===== src/rtl/alu8_pkg.sv =====
package alu8_pkg;
  localparam int OPW = 5;
  localparam int NFLAG = 3;
  localparam int FZ = 2;
  localparam int FDC = 1;
  localparam int FC = 0;

  typedef enum logic [OPW-1:0] {
    OP_ADD  = 5'd0,  OP_ADDC = 5'd1,  OP_SUB  = 5'd2,  OP_SUBB = 5'd3,
    OP_INC  = 5'd4,  OP_DEC  = 5'd5,  OP_AND  = 5'd6,  OP_OR   = 5'd7,
    OP_XOR  = 5'd8,  OP_COM  = 5'd9,  OP_BSET = 5'd10, OP_BCLR = 5'd11,
    OP_RLC  = 5'd12, OP_RRC  = 5'd13, OP_ASR  = 5'd14, OP_LSL  = 5'd15,
    OP_LSR  = 5'd16, OP_SWAP = 5'd17, OP_MOV  = 5'd18
  } alu_op_e;

  typedef enum logic [2:0] {
    FCL_NONE, FCL_Z, FCL_C, FCL_ZC, FCL_ALL
  } flag_class_e;
endpackage


===== src/rtl/alu8_addsub.sv =====
module alu8_addsub #(
  parameter int WIDTH = 8
) (
  input  logic [WIDTH-1:0] a,
  input  logic [WIDTH-1:0] b,
  input  logic             ci,
  output logic [WIDTH-1:0] sum,
  output logic             c_half,
  output logic             c_out
);
  localparam int HALF = WIDTH / 2;
  localparam int UPPER = WIDTH - HALF;

  logic [HALF:0]  lo_sum;
  logic [UPPER:0] hi_sum;

  always_comb begin
    lo_sum = {1'b0, a[HALF-1:0]} + {1'b0, b[HALF-1:0]} + {{HALF{1'b0}}, ci};
    hi_sum = {1'b0, a[WIDTH-1:HALF]} + {1'b0, b[WIDTH-1:HALF]}
           + {{UPPER{1'b0}}, lo_sum[HALF]};
    sum    = {hi_sum[UPPER-1:0], lo_sum[HALF-1:0]};
    c_half = lo_sum[HALF];
    c_out  = hi_sum[UPPER];
  end
endmodule


===== src/rtl/alu8_bitunit.sv =====
module alu8_bitunit
  import alu8_pkg::*;
#(
  parameter int WIDTH = 8
) (
  input  logic [OPW-1:0]           op,
  input  logic [WIDTH-1:0]         w,
  input  logic [WIDTH-1:0]         f,
  input  logic [$clog2(WIDTH)-1:0] idx,
  input  logic                     c_in,
  output logic [WIDTH-1:0]         res,
  output logic                     shift_out
);
  localparam int HALF = WIDTH / 2;

  logic [WIDTH-1:0] onehot;

  always_comb begin
    onehot    = {{(WIDTH-1){1'b0}}, 1'b1} << idx;
    res       = f;
    shift_out = 1'b0;
    case (op)
      OP_AND:  res = w & f;
      OP_OR:   res = w | f;
      OP_XOR:  res = w ^ f;
      OP_COM:  res = ~f;
      OP_BSET: res = f | onehot;
      OP_BCLR: res = f & ~onehot;
      OP_RLC:  begin res = {f[WIDTH-2:0], c_in};    shift_out = f[WIDTH-1]; end
      OP_RRC:  begin res = {c_in, f[WIDTH-1:1]};    shift_out = f[0];       end
      OP_ASR:  begin res = {f[WIDTH-1], f[WIDTH-1:1]}; shift_out = f[0];    end
      OP_LSL:  begin res = {f[WIDTH-2:0], 1'b0};    shift_out = f[WIDTH-1]; end
      OP_LSR:  begin res = {1'b0, f[WIDTH-1:1]};    shift_out = f[0];       end
      OP_SWAP: res = {f[HALF-1:0], f[WIDTH-1:HALF]};
      default: res = f;
    endcase
  end
endmodule


===== src/rtl/alu8_status.sv =====
module alu8_status #(
  parameter int NF = 3
) (
  input  logic          clk,
  input  logic          rst_n,
  input  logic [NF-1:0] upd,
  input  logic [NF-1:0] nxt,
  output logic [NF-1:0] q
);
  logic [NF-1:0] q_d;

  always_comb begin
    for (int i = 0; i < NF; i++) begin
      q_d[i] = upd[i] ? nxt[i] : q[i];
    end
  end

  always_ff @(posedge clk or negedge rst_n) begin
    if (!rst_n) begin
      q <= '0;
    end else if (|upd) begin
      q <= q_d;
    end
  end

  for (genvar g = 0; g < NF; g++) begin : g_chk
    // a flag without its strobe keeps its value across the edge
    assert_hold_unstrobed_R10: assert property (@(posedge clk) disable iff (!rst_n)
      !upd[g] |=> $stable(q[g]));
  end
endmodule


===== src/rtl/alu8_core.sv =====
module alu8_core
  import alu8_pkg::*;
#(
  parameter int WIDTH = 8
) (
  input  logic                     clk,
  input  logic                     rst_n,
  input  logic                     op_valid,
  input  logic [OPW-1:0]           op_code,
  input  logic [WIDTH-1:0]         w_opnd,
  input  logic [WIDTH-1:0]         f_opnd,
  input  logic [$clog2(WIDTH)-1:0] bit_sel,
  output logic [WIDTH-1:0]         result,
  output logic                     z_next,
  output logic                     dc_next,
  output logic                     c_next,
  output logic                     z_upd,
  output logic                     dc_upd,
  output logic                     c_upd,
  output logic                     z_flag,
  output logic                     dc_flag,
  output logic                     c_flag
);
  logic [WIDTH-1:0] add_a, add_b, add_sum, bit_res;
  logic             add_ci, add_c_half, add_c_out, use_add, bit_out;
  flag_class_e      fcls;
  logic [NFLAG-1:0] upd_v, nxt_v, flag_q;

  assign z_flag  = flag_q[FZ];
  assign dc_flag = flag_q[FDC];
  assign c_flag  = flag_q[FC];

  always_comb begin
    add_a   = w_opnd;
    add_b   = f_opnd;
    add_ci  = 1'b0;
    use_add = 1'b0;
    fcls    = FCL_NONE;
    case (op_code)
      OP_ADD:  begin use_add = 1'b1; fcls = FCL_ALL; end
      OP_ADDC: begin use_add = 1'b1; fcls = FCL_ALL; add_ci = c_flag; end
      OP_SUB:  begin use_add = 1'b1; fcls = FCL_ALL; add_a = ~w_opnd; add_ci = 1'b1; end
      OP_SUBB: begin use_add = 1'b1; fcls = FCL_ALL; add_a = ~w_opnd; add_ci = c_flag; end
      OP_INC:  begin use_add = 1'b1; fcls = FCL_Z; add_a = f_opnd; add_b = '0; add_ci = 1'b1; end
      OP_DEC:  begin use_add = 1'b1; fcls = FCL_Z; add_a = f_opnd; add_b = '1; end
      OP_AND, OP_OR, OP_XOR, OP_COM, OP_MOV: fcls = FCL_Z;
      OP_RLC, OP_RRC:                        fcls = FCL_C;
      OP_ASR, OP_LSL, OP_LSR:                fcls = FCL_ZC;
      default:                               fcls = FCL_NONE;
    endcase
  end

  alu8_addsub #(.WIDTH(WIDTH)) u_addsub (
    .a(add_a), .b(add_b), .ci(add_ci),
    .sum(add_sum), .c_half(add_c_half), .c_out(add_c_out)
  );

  alu8_bitunit #(.WIDTH(WIDTH)) u_bitunit (
    .op(op_code), .w(w_opnd), .f(f_opnd), .idx(bit_sel), .c_in(c_flag),
    .res(bit_res), .shift_out(bit_out)
  );

  always_comb begin
    result  = use_add ? add_sum : bit_res;
    z_next  = ~|result;
    dc_next = add_c_half;
    c_next  = use_add ? add_c_out : bit_out;
    z_upd   = op_valid && (fcls == FCL_Z || fcls == FCL_ZC || fcls == FCL_ALL);
    dc_upd  = op_valid && (fcls == FCL_ALL);
    c_upd   = op_valid && (fcls == FCL_C || fcls == FCL_ZC || fcls == FCL_ALL);
    upd_v   = {z_upd, dc_upd, c_upd};
    nxt_v   = {z_next, dc_next, c_next};
  end

  alu8_status #(.NF(NFLAG)) u_status (
    .clk(clk), .rst_n(rst_n), .upd(upd_v), .nxt(nxt_v), .q(flag_q)
  );

  // flags come out of reset cleared
  always_ff @(posedge clk) begin
    if (!rst_n) assert_reset_clear_R1: assert (flag_q == '0);
  end

  assert_add_identity_R2: assert property (@(posedge clk) disable iff (!rst_n)
    (op_code == OP_ADD && w_opnd == '0) |-> (result == f_opnd && !c_next && !dc_next));

  assert_sub_equal_R3: assert property (@(posedge clk) disable iff (!rst_n)
    (op_code == OP_SUB && w_opnd == f_opnd) |-> (result == '0 && c_next && dc_next));

  assert_incdec_zonly_R4: assert property (@(posedge clk) disable iff (!rst_n)
    (op_valid && (op_code == OP_INC || op_code == OP_DEC)) |=> ($stable(dc_flag) && $stable(c_flag)));

  assert_logic_zonly_R5: assert property (@(posedge clk) disable iff (!rst_n)
    (op_valid && (op_code == OP_AND || op_code == OP_OR || op_code == OP_XOR ||
                  op_code == OP_COM || op_code == OP_MOV))
    |=> ($stable(dc_flag) && $stable(c_flag)));

  assert_bitop_noflag_R6: assert property (@(posedge clk) disable iff (!rst_n)
    (op_valid && (op_code == OP_BSET || op_code == OP_BCLR)) |=> $stable(flag_q));

  assert_rotate_conly_R7: assert property (@(posedge clk) disable iff (!rst_n)
    (op_valid && (op_code == OP_RLC || op_code == OP_RRC)) |=> ($stable(z_flag) && $stable(dc_flag)));

  assert_shift_keep_dc_R8: assert property (@(posedge clk) disable iff (!rst_n)
    (op_valid && (op_code == OP_ASR || op_code == OP_LSL || op_code == OP_LSR)) |=> $stable(dc_flag));

  assert_swap_noflag_R9: assert property (@(posedge clk) disable iff (!rst_n)
    (op_valid && op_code == OP_SWAP) |=> $stable(flag_q));

  assert_idle_hold_R10: assert property (@(posedge clk) disable iff (!rst_n)
    !op_valid |=> $stable(flag_q));

  assert_zero_rule_R11: assert property (@(posedge clk) disable iff (!rst_n)
    z_upd |=> (z_flag == ($past(result) == '0)));
endmodule


===== config.mk =====
export PLATFORM = sky130hd
export DESIGN_NAME = alu8_core
export DESIGN_NICKNAME = d
export VERILOG_FILES = /design/src/rtl/alu8_pkg.sv /design/src/rtl/alu8_addsub.sv /design/src/rtl/alu8_bitunit.sv /design/src/rtl/alu8_status.sv /design/src/rtl/alu8_core.sv
export SDC_FILE = /design/constraint.sdc
export NUM_CORES = 1
export LEC_CHECK = 0
export BUFFER_PORTS_ARGS = -buffer_cell sky130_fd_sc_hd__buf_4
export CORE_ASPECT_RATIO = 2
export CORE_MARGIN = 2
export CORE_UTILIZATION = 35
export CTS_CLUSTER_DIAMETER = 100
export DETAILED_ROUTE_END_ITERATION = 7
export GPL_ROUTABILITY_DRIVEN = 1
export PLACE_DENSITY_LB_ADDON = 0.3
export SKIP_LAST_GASP = 1
export SLEW_MARGIN = 20
export SYNTH_ARGS = -nofsm -noshare
export SYNTH_HDL_FRONTEND = slang
export SYNTH_SLANG_ARGS = --single-unit

===== constraint.sdc =====
create_clock -name clk -period 23.1 [get_ports clk]
set_input_delay 4.62 -clock clk [delete_from_list [all_inputs] [get_ports clk]]
set_output_delay 4.62 -clock clk [all_outputs]
set_load 0.005 [all_outputs]

==> flow_summary.ini <==
[logic_synthesis]
synth-edff-count = 0
ys.flop_type = dfrtp_1
yosys.cell_count.top_type = nor2_1
synth-seq-area-share_pct = 3.94
synthDistinctLibCells = 65
ys_top_cells_by_count = nor2_1 (20), nand2_1 (18), clkbuf_1 (17)
synth-seq-cells = 3
synth_area_leader_cell = a221o_1
syn_area_um2 = 1900
async_reset_ff_share_pct = 100
ys_top_cells_by_area = a221o_1 (4.7%), a21oi_1 (4.2%), fa_1 (4.2%)
synth_top_area_share_pct = 4.73
synth_fp_nets = 312
avgSynthCellArea_um2 = 6.92
yosysWarningCount = 0
synthCells = 275

[sta]
max_freq_mhz = 73.3
drv_slew = 0
final_hold_viol_count = 0
tightest_slew_ns = 1.03
grt_setup_unrepaired = no
fin_crit_sh_pct = 59.1
relSlewSlack_pct = 31.0
timing.final.crit_period_ns = 13.65
setup_viol = 0
skew_ns = 0.000519
timing.final.ws_setup_ns = 9.45
finalSetupTns_ns = 0

[cells_and_area]
largest_reg_flops = 3
regMostFlops = u_status.q
syn_to_final_growth_pct = 18.6
antennaDiodeCount = 0
nets = 336
stdcell_area_um2 = 2260
drive_gt1_share_pct = 20.5
reg.largest.list = u_status.q (3)

[pwr]
p_per_area_nw_per_um2 = 32.0
finalPower_uw = 72.2
p_leak_nw = 0.892
irDropWorstVdd_uv = 30.1

[worst_setup_path]
worst-endpoint-arrival_ns = 9.03
startpoint = op_code[2]
critPathRequiredTime_ns = 18.48
crit_fanout = 29
r2r-start = u_status.q[0]$_DFFE_PN0P_
cp-end-kind = primary output
path_class = in -> out
critPathLaunchType = input pin

[global_route]
track_usage_pct = 25.4
grt_pass1_vias = 2299
grt_pass1_wl_mm = 12.1
grt_overflow_total = 0
grt_antenna_before_repair = 0
grt_max_degree = 30

[clock_tree]
insertion_delay_ns = 0.22
htree_levels = 1
root_buffer = clkbuf_8
cts_tree = built
clock-sinks = 3
post_cts_buffers = 0
holdBufCountCts = 0
cts_buffers = 3
path_clk_slew_ns = 0.03
clockBufferDepth = 2
cts_resized = 0

[routing]
viasPerCell = 6.72
initialDrtViolationCount = 140
wl_per_cell_um = 21.1
routed_wirelength_mm = 7.54
vias = 2407
drtPass1Iterations = 4
drc = 0
antenna_left = 0

[status]
status = finished clean

[run]
cap_violations = 0

[floorplan]
fp.coreArea_um2 = 5330
floorplan.rows = 38
ios = 44
dieArea_um2 = 6080
initial_core_util_pct = 35.7
die_h_um = 108
die_w_um = 56.1

[place]
dp_hpwl_mm = 5.80
place.gp.congestion = 0.970
placed_area_um2 = 2210
dp_slack_ns = 9.50
place.port_buffers = 43

[worst_hold_path]
worstHoldPathType = reg -> reg
worstHoldStart = u_status.q[1]$_DFFE_PN0P_
cells by family (layout without fill, tap and decap cells):
logic type	after synthesis	in the layout	synth area share [%]
adder cells (fa/ha/maj)	10	10	8.15
AO/OA/AOI/OAI	104	104	41.2
multiplexers	4	4	2.30
flip-flops	3	3	3.94
XOR/XNOR	8	8	3.68
AND/OR/NAND/NOR	108	108	32.9
buffers and inverters	38	61	7.82
final timing paths:
path                                        endpoint  slack, ns  cells after the start
setup reg to reg           u_status.q[2]$_DFFE_PN0P_      19.30                     13
max in group asynchronous  u_status.q[1]$_DFFE_PN0P_      18.83                      1
hold reg to reg            u_status.q[1]$_DFFE_PN0P_       0.51                      1
min in group asynchronous  u_status.q[0]$_DFFE_PN0P_       4.18                      1
hold / removal             u_status.q[1]$_DFFE_PN0P_       0.51                      1
setup / recovery                              z_next       9.45                     18
worst max-delay path: stages:
cell and delay (ns):
buf_4 0.24, inv_1 0.10, nor4_2 0.23, buf_4 0.27, a21oi_1 0.17, a221o_1 0.38, fa_1 0.47, fa_1 0.42
a21o_1 0.17, a21o_1 0.22, fa_1 0.45, a21o_1 0.17, a21oi_1 0.17, xnor2_1 0.09, o221a_2 0.24, nand4bb_1 0.31
nor2_1 0.17, buf_4 0.12
per-stage QoR:
stage / util [%] / cells / hold WS (ns)
after global placement: 41.5 / 354 / 0.506
final: 42.4 / 358 / 0.508
after floorplan: - / 275 / 0.505
after CTS: 42.4 / 358 / 0.513
after global routing: 42.4 / 358 / 0.541
after detailed placement: 41.5 / 354 / 0.507
metal layers:
metal | wire [um] | vias up | global-route usage [%]
met5 | 0 | - | 0
met4 | 472 | 0 | 15.0
met3 | 472 | 36 | 2.51
met2 | 3700 | 126 | 43.0
met1 | 2900 | 1133 | 30.5
li1 | - | 1112 | -
cell type report:
class                   instances  area [um2]
well taps                      60        75.1
multi-input cells             234        1680
repair buffers                 45         338
fillers                       569        3070
flip-flops and latches          3        75.1
clock buffers                   4        45.0
inverters                      12        45.0
cell usage in the layout, fill, tap and decap left out, drive strengths merged, types with 4 or more instances in the layout:
master | synthesis | routed
o21a | 9 | 9
xnor2 | 4 | 4
o22ai | 6 | 6
nor2b | 7 | 7
inv | 12 | 12
a21o | 7 | 7
clkbuf | 17 | 4
or3b | 4 | 4
o21ai | 14 | 14
ha | 6 | 6
nand2b | 7 | 7
nor2 | 20 | 20
xor2 | 4 | 4
nand2 | 18 | 18
nand3 | 8 | 8
fa | 4 | 4
buf | 9 | 45
or4 | 4 | 4
nand3b | 6 | 6
a21oi | 16 | 16
nor3b | 8 | 8
nor3 | 7 | 7
a31oi | 4 | 4
a221o | 9 | 9
report_power, final:
part           total [mW]  switching [mW]  internal (mW)
clock              0.0155         0.00370         0.0118
combinational      0.0498          0.0274         0.0224
sequential        0.00694        0.000804        0.00614
Note: power is estimated with default switching activity, not from simulation.
